## config.mk

```make
export PLATFORM = sky130hd
export DESIGN_NAME = lsu_addr_unit
export DESIGN_NICKNAME = d
export VERILOG_FILES = /design/src/rtl/lsu_pkg.sv /design/src/rtl/lsu_offset_gen.sv /design/src/rtl/lsu_addr_gen.sv /design/src/rtl/lsu_lane_ctrl.sv /design/src/rtl/lsu_load_ext.sv /design/src/rtl/lsu_addr_unit.sv
export SDC_FILE = /design/constraint.sdc
export NUM_CORES = 1
export LEC_CHECK = 0
export BUFFER_PORTS_ARGS = -buffer_cell sky130_fd_sc_hd__buf_4
export CORE_MARGIN = 3
export CORE_UTILIZATION = 40
export CTS_CLUSTER_DIAMETER = 200
export CTS_CLUSTER_SIZE = 10
export DETAILED_ROUTE_END_ITERATION = 6
export PLACE_DENSITY_LB_ADDON = 0.05
export RECOVER_POWER = 25
export SLEW_MARGIN = 40
export SYNTH_ARGS = -nofsm -noshare
export SYNTH_HDL_FRONTEND = slang
export SYNTH_SLANG_ARGS = --single-unit
```

## constraint.sdc

```tcl
create_clock -name clk -period 9.4 [get_ports clk]
set_clock_uncertainty 0.1 [all_clocks]
set_input_delay 1.41 -clock clk [delete_from_list [all_inputs] [get_ports clk]]
set_output_delay 1.41 -clock clk [all_outputs]
set_load 0.05 [all_outputs]
```

## src/rtl/lsu_pkg.sv

```systemverilog
package lsu_pkg;

    typedef enum logic [1:0] {
        IDX_OFFSET = 2'd0,
        IDX_PRE    = 2'd1,
        IDX_POST   = 2'd2,
        IDX_RSVD   = 2'd3
    } idx_mode_e;

    typedef enum logic [1:0] {
        OFS_IMM     = 2'd0,
        OFS_REG     = 2'd1,
        OFS_REG_SHL = 2'd2,
        OFS_RSVD    = 2'd3
    } ofs_src_e;

    typedef enum logic [1:0] {
        SZ_BYTE = 2'd0,
        SZ_HALF = 2'd1,
        SZ_WORD = 2'd2,
        SZ_WIDE = 2'd3
    } acc_size_e;

    typedef struct packed {
        logic big_endian;
    } cfg_state_t;

endpackage

```

## src/rtl/lsu_offset_gen.sv

```systemverilog
module lsu_offset_gen
    import lsu_pkg::*;
#(
    parameter int DATA_W  = 32,
    parameter int IMM_W   = 12,
    parameter int SHAMT_W = $clog2(DATA_W)
) (
    input  logic [1:0]         src_i,
    input  logic [IMM_W-1:0]   imm_i,
    input  logic [DATA_W-1:0]  index_i,
    input  logic [SHAMT_W-1:0] shamt_i,
    output logic [DATA_W-1:0]  offset_o
);

    typedef struct packed {
        logic [DATA_W-1:0] offset;
    } ofs_calc_t;

    ofs_calc_t calc_d;
    ofs_src_e  src;

    assign src = ofs_src_e'(src_i);

    always_comb begin
        calc_d.offset = {{(DATA_W-IMM_W){1'b0}}, imm_i};
        case (src)
            OFS_REG:     calc_d.offset = index_i;
            OFS_REG_SHL: calc_d.offset = index_i << shamt_i;
            default:     calc_d.offset = {{(DATA_W-IMM_W){1'b0}}, imm_i};
        endcase
    end

    assign offset_o = calc_d.offset;

endmodule

```

## src/rtl/lsu_addr_gen.sv

```systemverilog
module lsu_addr_gen
    import lsu_pkg::*;
#(
    parameter int DATA_W = 32
) (
    input  logic              access_i,
    input  logic [1:0]        mode_i,
    input  logic              sub_i,
    input  logic [DATA_W-1:0] base_i,
    input  logic [DATA_W-1:0] offset_i,
    output logic [DATA_W-1:0] addr_o,
    output logic              wb_en_o,
    output logic [DATA_W-1:0] wb_data_o
);

    typedef struct packed {
        logic [DATA_W-1:0] addr;
        logic              wb_en;
        logic [DATA_W-1:0] wb_data;
    } addr_calc_t;

    addr_calc_t        calc_d;
    idx_mode_e         mode;
    logic [DATA_W-1:0] adjusted;

    assign mode     = idx_mode_e'(mode_i);
    assign adjusted = sub_i ? (base_i - offset_i) : (base_i + offset_i);

    always_comb begin
        calc_d.addr    = adjusted;
        calc_d.wb_en   = 1'b0;
        calc_d.wb_data = adjusted;
        case (mode)
            IDX_PRE: begin
                calc_d.addr  = adjusted;
                calc_d.wb_en = access_i;
            end
            IDX_POST: begin
                calc_d.addr  = base_i;
                calc_d.wb_en = access_i;
            end
            default: begin
                calc_d.addr  = adjusted;
                calc_d.wb_en = 1'b0;
            end
        endcase
    end

    assign addr_o    = calc_d.addr;
    assign wb_en_o   = calc_d.wb_en;
    assign wb_data_o = calc_d.wb_data;

endmodule

```

## src/rtl/lsu_lane_ctrl.sv

```systemverilog
module lsu_lane_ctrl
    import lsu_pkg::*;
#(
    parameter int LANES  = 4,
    parameter int LANE_W = $clog2(LANES)
) (
    input  logic              access_i,
    input  logic              big_endian_i,
    input  logic [1:0]        size_i,
    input  logic [LANE_W-1:0] addr_lo_i,
    output logic [LANES-1:0]  byte_en_o,
    output logic [LANE_W-1:0] byte_lane_o,
    output logic              half_upper_o
);

    typedef struct packed {
        logic [LANES-1:0]  be;
        logic [LANE_W-1:0] lane;
        logic              half_upper;
    } lane_calc_t;

    lane_calc_t        calc_d;
    acc_size_e         size;
    logic [LANES-1:0]  half_mask;

    assign size = acc_size_e'(size_i);

    generate
        for (genvar k = 0; k < LANES; k++) begin : g_half_mask
            assign half_mask[k] = ((k / (LANES / 2)) != 0) == calc_d.half_upper;
        end
    endgenerate

    always_comb begin
        calc_d.lane       = big_endian_i ? LANE_W'(LANES - 1) - addr_lo_i : addr_lo_i;
        calc_d.half_upper = big_endian_i ? ~addr_lo_i[LANE_W-1] : addr_lo_i[LANE_W-1];
        calc_d.be         = '0;
        case (size)
            SZ_BYTE: calc_d.be = LANES'(1) << calc_d.lane;
            SZ_HALF: calc_d.be = '0;
            default: calc_d.be = '1;
        endcase
    end

    always_comb begin
        byte_en_o = '0;
        if (access_i) begin
            byte_en_o = (size == SZ_HALF) ? half_mask : calc_d.be;
        end
    end

    assign byte_lane_o  = calc_d.lane;
    assign half_upper_o = calc_d.half_upper;

endmodule

```

## src/rtl/lsu_load_ext.sv

```systemverilog
module lsu_load_ext
    import lsu_pkg::*;
#(
    parameter int DATA_W = 32,
    parameter int LANES  = DATA_W / 8,
    parameter int LANE_W = $clog2(LANES)
) (
    input  logic [DATA_W-1:0] rdata_i,
    input  logic [1:0]        size_i,
    input  logic              signed_i,
    input  logic [LANE_W-1:0] byte_lane_i,
    input  logic              half_upper_i,
    output logic [DATA_W-1:0] load_data_o
);

    localparam int HALF_W = DATA_W / 2;

    typedef struct packed {
        logic [DATA_W-1:0] value;
    } ext_calc_t;

    ext_calc_t         calc_d;
    acc_size_e         size;
    logic [7:0]        lane_bytes [LANES];
    logic [7:0]        sel_byte;
    logic [HALF_W-1:0] sel_half;

    assign size = acc_size_e'(size_i);

    generate
        for (genvar k = 0; k < LANES; k++) begin : g_lanes
            assign lane_bytes[k] = rdata_i[8*k +: 8];
        end
    endgenerate

    assign sel_byte = lane_bytes[byte_lane_i];
    assign sel_half = half_upper_i ? rdata_i[DATA_W-1:HALF_W] : rdata_i[HALF_W-1:0];

    always_comb begin
        calc_d.value = rdata_i;
        case (size)
            SZ_BYTE: calc_d.value = {{(DATA_W-8){signed_i & sel_byte[7]}}, sel_byte};
            SZ_HALF: calc_d.value = {{(DATA_W-HALF_W){signed_i & sel_half[HALF_W-1]}}, sel_half};
            default: calc_d.value = rdata_i;
        endcase
    end

    assign load_data_o = calc_d.value;

endmodule

```

## src/rtl/lsu_addr_unit.sv

```systemverilog
module lsu_addr_unit
    import lsu_pkg::*;
#(
    parameter int DATA_W  = 32,
    parameter int IMM_W   = 12,
    parameter int SHAMT_W = $clog2(DATA_W),
    parameter int LANES   = DATA_W / 8,
    parameter int LANE_W  = $clog2(LANES)
) (
    input  logic               clk,
    input  logic               rst_n,
    input  logic               cfg_big_endian_i,
    input  logic               access_i,
    input  logic [DATA_W-1:0]  base_i,
    input  logic [IMM_W-1:0]   imm_i,
    input  logic [DATA_W-1:0]  index_i,
    input  logic [SHAMT_W-1:0] shamt_i,
    input  logic [1:0]         off_sel_i,
    input  logic               sub_i,
    input  logic [1:0]         mode_i,
    input  logic [1:0]         size_i,
    input  logic               signed_i,
    input  logic [DATA_W-1:0]  rdata_i,
    output logic [DATA_W-1:0]  addr_o,
    output logic [LANES-1:0]   byte_en_o,
    output logic               wb_en_o,
    output logic [DATA_W-1:0]  wb_data_o,
    output logic [DATA_W-1:0]  load_data_o
);

    cfg_state_t        state_d, state_q;
    logic [DATA_W-1:0] offset;
    logic [LANE_W-1:0] byte_lane;
    logic              half_upper;

    // Endianness capture: only follows the pin while reset is held
    always_comb begin
        state_d = state_q;
        if (!rst_n) begin
            state_d.big_endian = cfg_big_endian_i;
        end
    end

    always_ff @(posedge clk) begin
        state_q <= state_d;
    end

    lsu_offset_gen #(
        .DATA_W  (DATA_W),
        .IMM_W   (IMM_W),
        .SHAMT_W (SHAMT_W)
    ) ofs_i (
        .src_i    (off_sel_i),
        .imm_i    (imm_i),
        .index_i  (index_i),
        .shamt_i  (shamt_i),
        .offset_o (offset)
    );

    lsu_addr_gen #(
        .DATA_W (DATA_W)
    ) agen_i (
        .access_i  (access_i),
        .mode_i    (mode_i),
        .sub_i     (sub_i),
        .base_i    (base_i),
        .offset_i  (offset),
        .addr_o    (addr_o),
        .wb_en_o   (wb_en_o),
        .wb_data_o (wb_data_o)
    );

    lsu_lane_ctrl #(
        .LANES  (LANES),
        .LANE_W (LANE_W)
    ) lane_i (
        .access_i     (access_i),
        .big_endian_i (state_q.big_endian),
        .size_i       (size_i),
        .addr_lo_i    (addr_o[LANE_W-1:0]),
        .byte_en_o    (byte_en_o),
        .byte_lane_o  (byte_lane),
        .half_upper_o (half_upper)
    );

    lsu_load_ext #(
        .DATA_W (DATA_W),
        .LANES  (LANES),
        .LANE_W (LANE_W)
    ) ext_i (
        .rdata_i      (rdata_i),
        .size_i       (size_i),
        .signed_i     (signed_i),
        .byte_lane_i  (byte_lane),
        .half_upper_i (half_upper),
        .load_data_o  (load_data_o)
    );

    AST_OFFSET_NO_WB: assert property (@(posedge clk) disable iff (!rst_n)
        (access_i && (mode_i == 2'd0 || mode_i == 2'd3)) |-> !wb_en_o);

    AST_PRE_WB_IS_ADDR: assert property (@(posedge clk) disable iff (!rst_n)
        (access_i && mode_i == 2'd1) |-> (wb_en_o && wb_data_o == addr_o));

    AST_POST_ADDR_IS_BASE: assert property (@(posedge clk) disable iff (!rst_n)
        (access_i && mode_i == 2'd2) |-> (wb_en_o && addr_o == base_i));

    AST_UBYTE_ZERO_FILL: assert property (@(posedge clk) disable iff (!rst_n)
        (size_i == 2'd0 && !signed_i) |-> (load_data_o[DATA_W-1:8] == '0));

    AST_SBYTE_SIGN_FILL: assert property (@(posedge clk) disable iff (!rst_n)
        (size_i == 2'd0 && signed_i) |->
        (load_data_o[DATA_W-1:8] == {(DATA_W-8){load_data_o[7]}}));

    AST_BYTE_ONE_LANE: assert property (@(posedge clk) disable iff (!rst_n)
        (access_i && size_i == 2'd0) |-> ($countones(byte_en_o) == 1));

    AST_IDLE_QUIET: assert property (@(posedge clk) disable iff (!rst_n)
        !access_i |-> (byte_en_o == '0 && !wb_en_o));

    AST_ENDIAN_HELD: assert property (@(posedge clk) disable iff (!rst_n)
        $past(rst_n) |-> $stable(state_q.big_endian));

endmodule

```

==> impl_metrics.py <==
metrics = {
    "grt": {
        "overflow": 0,
        "antenna_found_initial": 0,
        "grt_pass1_vias": 6700,
        "grt_usage_pct": 27.3,
        "grt_pass1_wl_um": 37000,
        "grt_start_max_net_pins": 57,
    },
    "die": {
        "design.portCount": 226,
        "die_area_um2": 16200,
        "rows": 43,
        "die_h_um": 127,
        "die_w_um": 127,
        "coreArea_um2": 14100,
        "initial_core_util_pct": 41.7,
    },
    "synth": {
        "synth-seq-cells": 1,
        "ys_seq_area_share_pct": 0.509,
        "synth_area_um2": 5900,
        "postSynthCellCount": 787,
        "synth_ff_type": "edfxtp_1",
        "postSynthAreaPerCell_um2": 7.49,
        "yosys_warnings": 0,
        "synth_edf_count": 1,
        "synth-async-reset-ratio_pct": 0,
        "syn_nets": 949,
        "synth.distinct_cells": 76,
    },
    "place": {
        "io_buffers": 225,
        "dp_hpwl_um": 18900,
        "place_congestion": 1.02,
    },
    "clock_tree": {
        "ctsResizeCount": 0,
        "holdBufCountCts": 0,
        "clk_pin_slew_ns": 0,
        "post_cts_buffers": 0,
    },
    "sta": {
        "fin_crit_sh_pct": 91.3,
        "slew_violations": 0,
        "fin_setup_tns_ns": 0,
        "min_period_ns": 8.58,
        "tightest_slew_ns": 0.865,
        "fmax_mhz": 116,
        "hold_ws_ns": 1.51,
        "maxSlewHeadroom_pct": 41.5,
        "grt_setup_unrepaired": "no",
        "setup_viol": 0,
        "hold_viol_final": 0,
    },
    "route": {
        "drt_iter0_drc": 717,
        "wirelength_um": 23500,
        "drt.antenna.violating_nets": 0,
        "drc_errors": 14,
        "vias": 7252,
        "wl_per_cell_um": 20.3,
        "avgViaCountPerCell": 6.27,
        "drt_first_pass_iters": 7,
    },
    "critical_path": {
        "start_kind": "input port",
        "cp-end-kind": "output pin",
        "path_class": "input port to output pin",
        "cp_max_fo": 56,
        "cp_data_arrival_time_ns": 7.07,
        "crit_required_ns": 7.89,
    },
    "final_layout": {
        "largest_registers": "state_q: 1 flops",
        "fill_cells": 1461,
        "layout.nets": 1141,
        "top_register": "state_q",
        "area_growth_pct": 29.5,
        "layout_common_cells": "buf_4, nor2_1, nand2_1",
        "drive_gt1_share_pct": 29.1,
        "diodes": 0,
        "final_common_cell": "buf_4",
        "largest_reg_flops": 1,
    },
    "hold_path": {
        "hp-start": "cfg_big_endian_i",
        "whs_path_depth": 1,
        "min_to": "state_q",
        "hold_class": "input port to register",
    },
    "job": {
        "drv_cap": 0,
    },
    "power_and_ir_drop": {
        "powerDensity_nw_per_um2": 162,
        "leakagePower_uw": 0.00350,
        "vdd_drop_max_uv": 104,
    },
    "run_status": {
        "status": "complete, but fails checks",
        "violations": "design-rule violations",
    },
}
-- worst max path at each step --
stage | start | to | slack, ns | cells after the start
2_1_floorplan | off_sel_i[0] | load_data_o[1] | 0.41 | 17
3_3_place_gp | shamt_i[0] | addr_o[30] | 0.73 | 23
3_5_place_dp | shamt_i[0] | addr_o[30] | 0.62 | 23
4_1_cts | shamt_i[0] | addr_o[30] | 0.62 | 23
5_1_grt | shamt_i[0] | addr_o[30] | 0.21 | 23
6_report | shamt_i[0] | addr_o[30] | 0.82 | 23
-- logic make-up after synthesis --
group / synth area share (%)
adder cells (fa/ha/maj): 7.98
multiplexers: 23.8
flip-flops: 0.509
AO/OA/AOI/OAI: 33.9
AND/OR/NAND/NOR: 18.3
XOR/XNOR: 9.06
buffers and inverters: 6.43
-- area by class of cell --
class,count,area (um2),area share [%]
flip-flops and latches,1,30.0,0.393
multi-input cells,693,5490,71.9
inverters,42,158,2.07
repair buffers,241,1730,22.7
well taps,180,225,2.95
-- per-stage QoR --
step	instance area, um2	total power (uW)	setup WS (ns)	cells	utilization (%)
3_5_place_dp	7710	1270	0.619	1157	54.5
5_1_grt	7630	1320	0.210	1157	53.9
6_report	7630	1240	0.816	1157	53.9
3_3_place_gp	7710	1260	0.731	1157	54.5
2_1_floorplan	5900	907	0.406	787	-
4_1_cts	7710	1270	0.622	1157	54.5
-- cell usage after synthesis (12+ instances only) --
cell type,instances,share of area [%]
xor2_1,26,3.9
nand3_1,12,1.0
ha_1,36,7.6
o22ai_1,13,1.4
a21oi_1,62,5.3
nand2_1,65,4.1
xnor2_1,35,5.2
a21o_1,32,4.1
a31oi_1,17,1.8
a22o_1,34,5.0
nor3_1,16,1.4
mux2i_1,30,5.1
inv_1,41,2.6
mux2_2,12,2.3
clkbuf_1,34,2.2
o21ai_0,36,3.1
nor2_1,70,4.5
mux4_2,42,16
-- worst max-delay path, cell delays in order --
cell,delay [ns]
buf_6,0.47
mux2i_1,0.48
mux4_2,0.34
a21o_1,0.16
o21ai_0,0.23
or4_4,0.61
inv_1,0.09
nand2_1,0.09
inv_1,0.08
a21oi_1,0.07
xor2_1,0.16
ha_1,0.41
a21oi_1,0.20
o21ai_0,0.12
a221o_1,0.36
a21oi_1,0.17
nor3b_1,0.19
o41ai_1,0.12
a41oi_1,0.42
o21ai_0,0.23
a2111o_1,0.40
nand3_1,0.08
buf_4,0.19
-- routing by layer --
| metal | track usage [%] | up-vias | share of wire [%] |
|---|---|---|---|
| met5 | 0 | - | 0 |
| met4 | 6.75 | 0 | 2.8 |
| met3 | 2.26 | 60 | 9.3 |
| met2 | 45.4 | 413 | 46 |
| met1 | 38.2 | 3344 | 42 |
| li1 | - | 3435 | - |
-- report_power, final --
part,leakage (uW),switching [uW],internal (uW)
Combinational,0.00349,834,399
Sequential,0.00000979,0.540,5.43
Clock,0,0,0
Total,0.00350,835,404
No activity file was read; power rests on OpenSTA's default activity.
